## src/rtl/atapi_taskfile_port.sv

```systemverilog
module atapi_taskfile_port #(
  parameter int STRETCH_MAX = 64,
  parameter int PKT_BYTES   = 12
) (
  input  logic                           clk,
  input  logic                           rst_n,
  input  logic                           host_rst_n,
  input  logic                           cs0_n,
  input  logic                           cs1_n,
  input  logic [2:0]                     addr,
  input  logic                           rd_n,
  input  logic                           wr_n,
  input  logic [15:0]                    dd_in,
  output logic [15:0]                    dd_out,
  output logic                           dd_oe,
  output logic                           iordy,
  output logic                           intrq_out,
  output logic                           intrq_oe,
  input  logic                           dev_id,
  input  logic                           dev_ready,
  input  logic                           loc_stat_we,
  input  logic [7:0]                     loc_stat,
  input  logic                           loc_irq,
  input  logic [7:0]                     loc_err,
  input  logic [15:0]                    loc_rdata,
  input  logic                           pkt_pop,
  output logic [7:0]                     pkt_byte,
  output logic [$clog2(PKT_BYTES+1)-1:0] pkt_level,
  output logic                           pkt_ready,
  output logic                           cmd_valid,
  output logic [7:0]                     cmd_code,
  output logic [7:0]                     tf_features,
  output logic [7:0]                     tf_count,
  output logic [7:0]                     tf_number,
  output logic [15:0]                    tf_bcount,
  output logic [7:0]                     tf_devhead
);
  localparam int LVL_W = $clog2(PKT_BYTES + 1);
  localparam int PTR_W = (PKT_BYTES > 1) ? $clog2(PKT_BYTES) : 1;
  localparam int SC_W  = $clog2(STRETCH_MAX + 1);

  function automatic logic [PTR_W-1:0] wrap_inc(input logic [PTR_W-1:0] p);
    return (p == PTR_W'(PKT_BYTES - 1)) ? '0 : p + PTR_W'(1);
  endfunction

  logic [7:0]       status_q, devctl_q;
  logic             irq_q, done_q;
  logic [SC_W-1:0]  wait_q;
  logic [15:0]      rdat_q;
  logic [7:0]       mem [PKT_BYTES];
  logic [PTR_W-1:0] wr_ptr, rd_ptr, wp1;
  logic [15:0]      rmux;
  logic [LVL_W:0]   lvl_next;

  logic act, act_rd, act_wr, dev_match, limit, go, tf_clr;
  logic wr_go, rd_go, stat_rd, dh_wr, ctl_wr, push, pop;

  assign act       = (cs0_n ^ cs1_n) && (rd_n ^ wr_n);
  assign act_rd    = act && !rd_n;
  assign act_wr    = act && !wr_n;
  assign dev_match = (tf_devhead[4] == dev_id);
  assign limit     = (wait_q == SC_W'(STRETCH_MAX - 1));
  assign go        = act && !done_q && (!dev_match || dev_ready || limit);
  assign iordy     = !(act && !done_q && dev_match && !dev_ready && !limit);
  assign tf_clr    = !host_rst_n || devctl_q[2];

  assign wr_go   = go && act_wr && dev_match && !cs0_n;
  assign rd_go   = go && act_rd && dev_match;
  assign stat_rd = rd_go && !cs0_n && addr == 3'd7;
  assign dh_wr   = go && act_wr && !cs0_n && addr == 3'd6;
  assign ctl_wr  = go && act_wr && !cs1_n && addr == 3'd6;

  assign dd_oe     = act_rd && done_q && dev_match;
  assign dd_out    = rdat_q;
  assign intrq_oe  = !devctl_q[1] && dev_match;
  assign intrq_out = irq_q;

  always_comb begin
    rmux = 16'h0000;
    if (!cs0_n) begin
      case (addr)
        3'd0: rmux = loc_rdata;
        3'd1: rmux = {8'h00, loc_err};
        3'd2: rmux = {8'h00, tf_count};
        3'd3: rmux = {8'h00, tf_number};
        3'd4: rmux = {8'h00, tf_bcount[7:0]};
        3'd5: rmux = {8'h00, tf_bcount[15:8]};
        3'd6: rmux = {8'h00, tf_devhead};
        default: rmux = {8'h00, status_q};
      endcase
    end else if (addr == 3'd6) begin
      rmux = {8'h00, status_q};
    end
  end

  always_ff @(posedge clk or negedge rst_n) begin
    if (!rst_n) begin
      done_q <= 1'b0;
      wait_q <= '0;
      rdat_q <= '0;
    end else if (!act) begin
      done_q <= 1'b0;
      wait_q <= '0;
    end else if (go) begin
      done_q <= 1'b1;
      wait_q <= '0;
      if (act_rd) rdat_q <= rmux;
    end else if (!done_q) begin
      wait_q <= wait_q + SC_W'(1);
    end
  end

  always_ff @(posedge clk or negedge rst_n) begin
    if (!rst_n)           devctl_q <= '0;
    else if (!host_rst_n) devctl_q <= '0;
    else if (ctl_wr)      devctl_q <= dd_in[7:0];
  end

  always_ff @(posedge clk or negedge rst_n) begin
    if (!rst_n) begin
      tf_features <= '0;    tf_count   <= 8'h01; tf_number <= 8'h01;
      tf_bcount   <= 16'hEB14; tf_devhead <= '0;  status_q  <= '0;
      irq_q       <= 1'b0;  cmd_code   <= '0;    cmd_valid <= 1'b0;
    end else if (tf_clr) begin
      tf_features <= '0;    tf_count   <= 8'h01; tf_number <= 8'h01;
      tf_bcount   <= 16'hEB14; tf_devhead <= '0;  status_q  <= '0;
      irq_q       <= 1'b0;  cmd_valid  <= 1'b0;
    end else begin
      cmd_valid <= 1'b0;
      if (loc_stat_we) status_q <= loc_stat;
      if (wr_go) begin
        case (addr)
          3'd1: tf_features     <= dd_in[7:0];
          3'd2: tf_count        <= dd_in[7:0];
          3'd3: tf_number       <= dd_in[7:0];
          3'd4: tf_bcount[7:0]  <= dd_in[7:0];
          3'd5: tf_bcount[15:8] <= dd_in[7:0];
          3'd7: begin
            cmd_code    <= dd_in[7:0];
            cmd_valid   <= 1'b1;
            status_q[7] <= 1'b1;
          end
          default: ;
        endcase
      end
      if (dh_wr) tf_devhead <= dd_in[7:0];
      if (loc_irq)      irq_q <= 1'b1;
      else if (stat_rd) irq_q <= 1'b0;
    end
  end

  assign wp1      = wrap_inc(wr_ptr);
  assign push     = wr_go && addr == 3'd0 && pkt_level <= LVL_W'(PKT_BYTES - 2);
  assign pop      = pkt_pop && pkt_level != '0;
  assign lvl_next = {1'b0, pkt_level} + (push ? (LVL_W+1)'(2) : '0) - (pop ? (LVL_W+1)'(1) : '0);
  assign pkt_byte = mem[rd_ptr];

  always_ff @(posedge clk or negedge rst_n) begin
    if (!rst_n) begin
      wr_ptr <= '0; rd_ptr <= '0; pkt_level <= '0; pkt_ready <= 1'b0;
    end else if (tf_clr) begin
      wr_ptr <= '0; rd_ptr <= '0; pkt_level <= '0; pkt_ready <= 1'b0;
    end else begin
      if (push) wr_ptr <= wrap_inc(wp1);
      if (pop)  rd_ptr <= wrap_inc(rd_ptr);
      pkt_level <= lvl_next[LVL_W-1:0];
      pkt_ready <= push && (lvl_next == (LVL_W+1)'(PKT_BYTES));
    end
  end

  always_ff @(posedge clk) begin
    if (push) begin
      mem[wr_ptr] <= dd_in[7:0];
      mem[wp1]    <= dd_in[15:8];
    end
  end

  AST_IORDY_IN_ACCESS: assert property (@(posedge clk) disable iff (!rst_n)
    !iordy |-> (act && dev_match));
  AST_STRETCH_BOUND: assert property (@(posedge clk) disable iff (!rst_n)
    !iordy |-> (wait_q < SC_W'(STRETCH_MAX - 1)));
  AST_NO_OVERFLOW: assert property (@(posedge clk) disable iff (!rst_n)
    pkt_level <= LVL_W'(PKT_BYTES));
  AST_PKT_READY_PULSE: assert property (@(posedge clk) disable iff (!rst_n)
    pkt_ready |=> !pkt_ready);
  AST_OE_ON_SELECTED_READ: assert property (@(posedge clk) disable iff (!rst_n)
    dd_oe |-> (!rd_n && dev_match));
  AST_NIEN_HIZ: assert property (@(posedge clk) disable iff (!rst_n)
    devctl_q[1] |-> !intrq_oe);
  AST_STATUS_CLEARS_IRQ: assert property (@(posedge clk) disable iff (!rst_n)
    (stat_rd && !loc_irq) |=> !intrq_out);
  AST_CMD_SETS_BUSY: assert property (@(posedge clk) disable iff (!rst_n)
    cmd_valid |-> status_q[7]);
endmodule

```

## config.mk

```make
export PLATFORM = sky130hd
export DESIGN_NAME = atapi_taskfile_port
export DESIGN_NICKNAME = d
export VERILOG_FILES = /design/src/rtl/atapi_taskfile_port.sv
export SDC_FILE = /design/constraint.sdc
export NUM_CORES = 1
export LEC_CHECK = 0
export ABC_AREA = 1
export ABC_CLOCK_PERIOD_IN_PS = 2800
export BUFFER_PORTS_ARGS = -buffer_cell sky130_fd_sc_hd__buf_2
export CORE_MARGIN = 4
export CORE_UTILIZATION = 40
export DETAILED_ROUTE_END_ITERATION = 16
export PLACE_DENSITY_LB_ADDON = 0.12
export SLEW_MARGIN = 5
export SYNTH_ARGS = -nofsm -noshare
export SYNTH_HDL_FRONTEND = slang
export SYNTH_SLANG_ARGS = --single-unit
```

## constraint.sdc

```tcl
create_clock -name clk -period 2.8 [get_ports clk]
set_input_delay 0.84 -clock clk [delete_from_list [all_inputs] [get_ports clk]]
set_output_delay 0.84 -clock clk [all_outputs]
set_load 0.01 [all_outputs]
```

==> results of run 1 <==
==> through the flow <==
step	utilization	instance area, um2
finish	0.522	14000
global route	0.522	14000
CTS	0.519	13900
detailed placement	0.471	12700
global placement	0.471	12700
floorplan	-	11000
==> synth_stat cells, types with 3 or more instances <==
cell      number
nand3_1       62
edfxtp_1      96
nand2_1      435
o21ai_0      107
nor2_1       112
o31ai_1        4
o21ai_1        4
clkbuf_1      48
buf_1          7
inv_1         96
dfstp_2       10
nand4_1      101
a21oi_1       28
a22oi_1        4
inv_2          7
nand4_4       11
o221ai_1       4
dfrtp_1       95
ha_1          16
o22ai_1       21
or2_2          3
nor2_2        10
nor2_4         3
buf_2         16
xor2_1         6
==> per-layer routing <==
layer	up-vias	wire length (um)
met1	4843	16400
li1	4908	-
met4	2	682
met5	-	12
met2	387	16300
met3	46	2660
==> path summary, 6_finish.rpt <==
| path | startpoint | to | cells after the start |
|---|---|---|---|
| hold / removal | rst_n | tf_bcount[6] | 1 |
| setup / recovery | rd_ptr[1] | pkt_byte[6] | 9 |
| setup reg to reg | wait_q[0] | pkt_ready | 15 |
| max in group asynchronous | rst_n | tf_bcount[2] | 2 |
| min in group clk | tf_features[5] | tf_features[5] | 2 |
| hold reg to reg | tf_features[5] | tf_features[5] | 2 |
==> final cells by class <==
cell class,instances,area share
well taps,341,0.0304
repair buffers,258,0.141
flip-flops and latches,201,0.394
multi-input cells,947,0.348
clock inverters,15,0.00768
clock buffers,31,0.0500
repair inverters,1,0.000536
inverters,104,0.0290
==> sequential cells by signal, indices dropped and copies added (netlist names), 7 cells and up <==
register / flops
tf_number: 8
mem: 96
dd_out: 16
wait_q: 7
cmd_code: 8
tf_bcount: 16
tf_features: 8
status_q: 8
tf_devhead: 8
tf_count: 8
==> cells by family (layout without fill, tap and decap cells) <==
logic type / Yosys count / after routing / share of synthesized area
multiplexers: 1 / 1 / 0.000918
adder cells (fa/ha/maj): 17 / 17 / 0.0202
buffers and inverters: 179 / 409 / 0.0655
AND/OR/NAND/NOR: 744 / 744 / 0.312
AO/OA/AOI/OAI: 178 / 178 / 0.0888
XOR/XNOR: 7 / 7 / 0.00562
flip-flops: 201 / 201 / 0.507
==> power by group through the flow <==
| stage | logic [mW] | clock network, mW | registers (mW) |
|---|---|---|---|
| 6_report | 2.18 | 3.17 | 3.29 |
| 5_1_grt | 2.39 | 3.33 | 3.30 |
| 4_1_cts | 2.15 | 3.20 | 3.29 |
| 3_5_place_dp | 1.69 | 0 | 3.34 |
| 3_3_place_gp | 1.67 | 0 | 3.34 |
| 2_1_floorplan | 0.979 | 0 | 3.37 |
==> repair_timing <==
action                                  CTS  global route
pin swaps                                25            14
setup buffers                            15             8
cloned                                    6             1
gates resized for setup                  63            28
endpoints found under the setup margin    9            10
==> results.toml, run 1 <==
[routing]
antenna_left = 0
route.final.wire_length_um = 36000
wire_per_inst_um = 19.0
drc = 0
drt_iter0_drc = 944
dr.pass1.iters = 5
dr_total_vias = 10200
via_per_inst = 5.37

[cells_and_area]
fin_cells = 1898
fill_cells = 2483
nNetsFinal = 1618
seq_area_um2 = 5530
multiInputGateArea_um2 = 4870
final_cell_mix = "429 x nand2_1, 151 x buf_2, 110 x nor2_1, 101 x nand4_1, 96 x edfxtp_1"
syn_to_final_growth_pct = 28.6
drive_gt1_frac = 0.252
antenna_cells = 0
final_common_cell = "nand2_1"

[logic_synthesis]
postSynthAreaPerCell_um2 = 8.21
ys_types = 41
synth_area_um2 = 10900
synth_cells = 1327
yosys_warnings = 0
ys_ff_latch = 201
syn_nets = 1407
ys_seq_area_frac = 0.507
synthTopCellsByArea = "edfxtp_1 26%, dfrtp_1 22%, nand2_1 15%, nand4_1 5.8%, o21ai_0 4.9%"
synth-async-reset-ratio = 0.522
netlist.area_leader.share = 0.264
synth_edf_count = 96
synth-main-ff-cell = "edfxtp_1"
yosysTopAreaCell = "edfxtp_1"

[setup_path]
worstSetupEndpointType = "output port"
critPathMaxStageDelay_ns = 0.43
cp.arrival_ns = 2.03
critPathTopFamily = "buffers and inverters"
path_class = "flip-flop to output port"
worstPathCellList = "buf_6 > clkinvlp_4 > buf_8 > buf_8 > o21ai_0 > o22ai_1 > nand2_1 > o21ai_1 > buf_2"
cp_num_buf_inv = 5
required_ns = 1.96
start_kind = "flip-flop"
cpMostUsedCell = "buf_8"
rrSetupSlack_ns = 0.18
crit_fanout = 5
cpMaxStageDelayCell = "dfrtp_2"

[clocking]
clkLatencyLatePin_ns = 0.53
hold_buffers = 0
clock_sinks = 201
htree_num_levels = 1
cts_root_buf = "clkbuf_16"
cts_tree = "done"
path_clk_slew_ns = 0.06
cts_buffer_depth = 3
numCtsBuffers = 25

[sta]
tightest_slew_ns = 0.721
fin_crit_ns = 2.87
drv_slew = 0
fmax_mhz = 348
grt_setup_unrepaired = "yes"
whs_ns = 0.294
hold_violations = 0
fin_crit_sh = 1.03
finalSetupTns_ns = -0.285
setup_viol = 8
slew_headroom = 0.519
final.setup_skew_ns = 0.0125
setup_ws_ns = -0.0708

[power]
intPower_mw = 6.03
p_per_area_nw_per_um2 = 616
ir_worst_vdd_v = 0.000435
p_sw_frac = 0.302
p_sw_mw = 2.61
p_seq_frac = 0.381
finalPower_mw = 8.64
combPwrFrac = 0.253
clkPwrFrac = 0.367
leakagePower_nw = 6.72

[global_routing]
grtUsageTotal = 0.234
use_met3 = 0.0310
grt_pass1_vias = 9609
grt_overflow = 0
antenna_found_initial = 1
grt.busiest_layer = "met2"
use_met2 = 0.360
grt_max_degree = 39
grt_use_met1 = 0.356
grt_pass1_wl_um = 56400

[die]
io_pins = 153
rows = 60
core_um2 = 26900
start_util = 0.406
die_area_um2 = 30000
fp.dieW_um = 173
die_height_um = 173

[placement]
port_buffers = 152
pre_cts_ws_ns = -0.272
gp_congestion = 0.869
dp_hpwl_um = 25400
placed_cells = 1826

[run_status]
status = "finished, violations left"
violations = "setup timing"

[job]
max_cap_violations = 0

[hold_path]
hp-class = "input pin to asynchronous set/reset pin"
No activity file was read; power rests on OpenSTA's default activity.
==> run 2: changes to the inputs <==
- ABC_AREA: 1 -> unset
- ABC_CLOCK_PERIOD_IN_PS: 2800 -> 3300
- clock period: 2.8 -> 3.3 ns (I/O delays scaled with it)
==> results.toml, run 2 <==
[clocking]
path_clk_slew_ns = 0.06
clock_sinks = 201
numCtsBuffers = 24
clkLatencyLatePin_ns = 0.52
cts_root_buf = "clkbuf_16"
hold_buffers = 0
htree_num_levels = 1
cts_tree = "done"
cts_buffer_depth = 3

[setup_path]
crit_end = "pkt_byte[1]"
crit_fanout = 12
path_depth = 5
critPathMaxStageDelay_ns = 0.54
r2r_start = "wait_q[1]"
start_kind = "flip-flop"
required_ns = 2.31
worstSetupEndpointType = "output port"
crit_start = "rd_ptr[0]"
critPathTopFamily = "multiplexers"
path_class = "flip-flop to output port"
cpMaxStageDelayCell = "mux4_2"
rrSetupSlack_ns = 0.43
cp_num_buf_inv = 2
worstPathCellList = "buf_12 > mux4_2 > mux2i_1 > o21ai_1 > buf_2"
reg2reg_depth = 13
cp.arrival_ns = 2.23
timing.rr.end = "pkt_ready"

[logic_synthesis]
synth-async-reset-ratio = 0.522
synth-xor-area-share = 0.00826
yosys_warnings = 0
synth_simple_gate_area_frac = 0.120
synth_area_um2 = 10600
yosysTopAreaCell = "edfxtp_1"
ys_ff_latch = 201
postSynthAreaPerCell_um2 = 12.1
synth_compound_area_frac = 0.0724
synthAdderAreaFrac = 0.0208
synth_commonest_cells = "99 x mux2_2, 96 x edfxtp_1, 95 x dfrtp_1"
ys_seq_area_frac = 0.521
ys_types = 58
yosysMostFrequentCell = "mux2_2"
synth_top_family_by_area = "multiplexers"
synthMuxAreaShare = 0.226
synth_edf_count = 96
synthTopCellsByArea = "edfxtp_1 27%, dfrtp_1 22%, mux2_2 11%, mux4_2 6.2%, mux2i_1 5.0%"
synth-main-ff-cell = "edfxtp_1"
netlist.area_leader.share = 0.272
syn_nets = 957
synth_cells = 877

[die]
rows = 59
start_util = 0.407
fp.dieW_um = 171
io_pins = 153
core_um2 = 26100
die_height_um = 171
die_area_um2 = 29200

[routing]
dr_wl_met3_um = 1570
dr.pass1.iters = 5
route.final.wire_length_um = 31300
highest_layer = "met4"
wl_met1_um = 15000
wl_met2_um = 14300
drc = 0
via_per_inst = 5.50
wire_per_inst_um = 22.3
dr_total_vias = 7719
drt_iter0_drc = 607
antenna_left = 0

[hold_path]
hp-class = "input pin to asynchronous set/reset pin"

[placement]
gp_congestion = 0.817
port_buffers = 152
dp_hpwl_um = 21300
placed_cells = 1351

[sta]
fin_crit_sh = 0.975
grt_setup_unrepaired = "no"
fin_crit_ns = 3.22
drv_slew = 0
setup_viol = 0
slew_headroom = 0.520
whs_ns = 0.426
final.setup_skew_ns = 0.00987
tightest_slew_ns = 0.717
finalSetupTns_ns = 0
hold_violations = 0
fmax_mhz = 311

[global_routing]
grt_pass1_vias = 7700
grt_pass1_wl_um = 47900
antenna_found_initial = 1
grtUsageTotal = 0.214
grt_overflow = 0
grt_max_degree = 47

[power]
ir_worst_vdd_v = 0.000301
leakagePower_nw = 5.45
finalPower_mw = 6.74
p_per_area_nw_per_um2 = 522

[cells_and_area]
syn_to_final_growth_pct = 21.7
nNetsFinal = 1130
largest_reg_flops = 96
largest-register = "mem"
final_cell_mix = "151 x buf_2, 99 x mux2_2, 96 x edfxtp_1, 94 x dfrtp_1, 84 x nor2_1"
final_common_cell = "buf_2"
drive_gt1_frac = 0.394
fin_cells = 1404

[run_status]
status = "completed"

[job]
max_cap_violations = 0
==> run 2: cell types whose count changed after synthesis, sizes merged, moves of 13 or more <==
cell / delta
o21ai: -75
nand3: -22
o22ai: -19
nand2: -363
mux2: +108
inv: -87
mux4: +29
nor3: +13
nand4: -106
mux2i: +52
nor2: -40
==> run 2: area by class of cell <==
| class | instances | area (um2) |
|---|---|---|
| antenna | 1 | 2.50 |
| clock buffer | 32 | 682 |
| clock inverter | 12 | 113 |
| fill | 2360 | 13100 |
| inverter | 16 | 65.1 |
| multi-input combinational | 593 | 4800 |
| sequential | 201 | 5520 |
| tap | 335 | 419 |
| timing repair buffer | 214 | 1300 |
==> run 2: power by group <==
| group | internal (mW) | leakage, nW | switching (mW) | total (mW) |
|---|---|---|---|---|
| clock network | 1.60 | 0.393 | 1.05 | 2.65 |
| registers | 2.71 | 2.26 | 0.0819 | 2.79 |
| logic | 0.603 | 2.80 | 0.686 | 1.29 |
==> run 2: through the flow <==
stage          cell area [um2]  utilization  setup slack (ns)
2_1_floorplan            10700            -            -0.259
3_3_place_gp             12000        0.460           -0.0696
3_5_place_dp             12000        0.460            -0.138
4_1_cts                  12800        0.493            0.0112
5_1_grt                  12900        0.495            0.0273
6_report                 12900        0.495            0.0820
==> run 2: worst min path at each step <==
stage / slack, ns / to / start
floorplan: 0.46 / wait_q[6] / wait_q[6]
global placement: 0.45 / dd_out[14] / dd_out[14]
detailed placement: 0.46 / dd_out[12] / dd_out[12]
CTS: 0.43 / status_q[0] / rst_n
global route: 0.44 / status_q[0] / rst_n
finish: 0.43 / status_q[0] / rst_n
==> run 2: layer usage <==
layer,global-route usage,vias to the layer above
met5,0,-
met3,0.0351,32
li1,-,3589
met2,0.322,194
met1,0.328,3904
met4,0.0458,0
==> run 2: cells by family after synthesis <==
kind of cell             count (synthesis)
adder cells (fa/ha/maj)                 17
flip-flops                             201
buffers and inverters                   83
AO/OA/AOI/OAI                          120
AND/OR/NAND/NOR                        256
multiplexers                           190
XOR/XNOR                                10
==> run 2: repair_timing <==
item,4_1_cts,5_1_grt
gates resized for setup,3,5
setup endpoints to repair,3,6
pin swaps,0,1
setup buffers,2,5
cloned,1,0
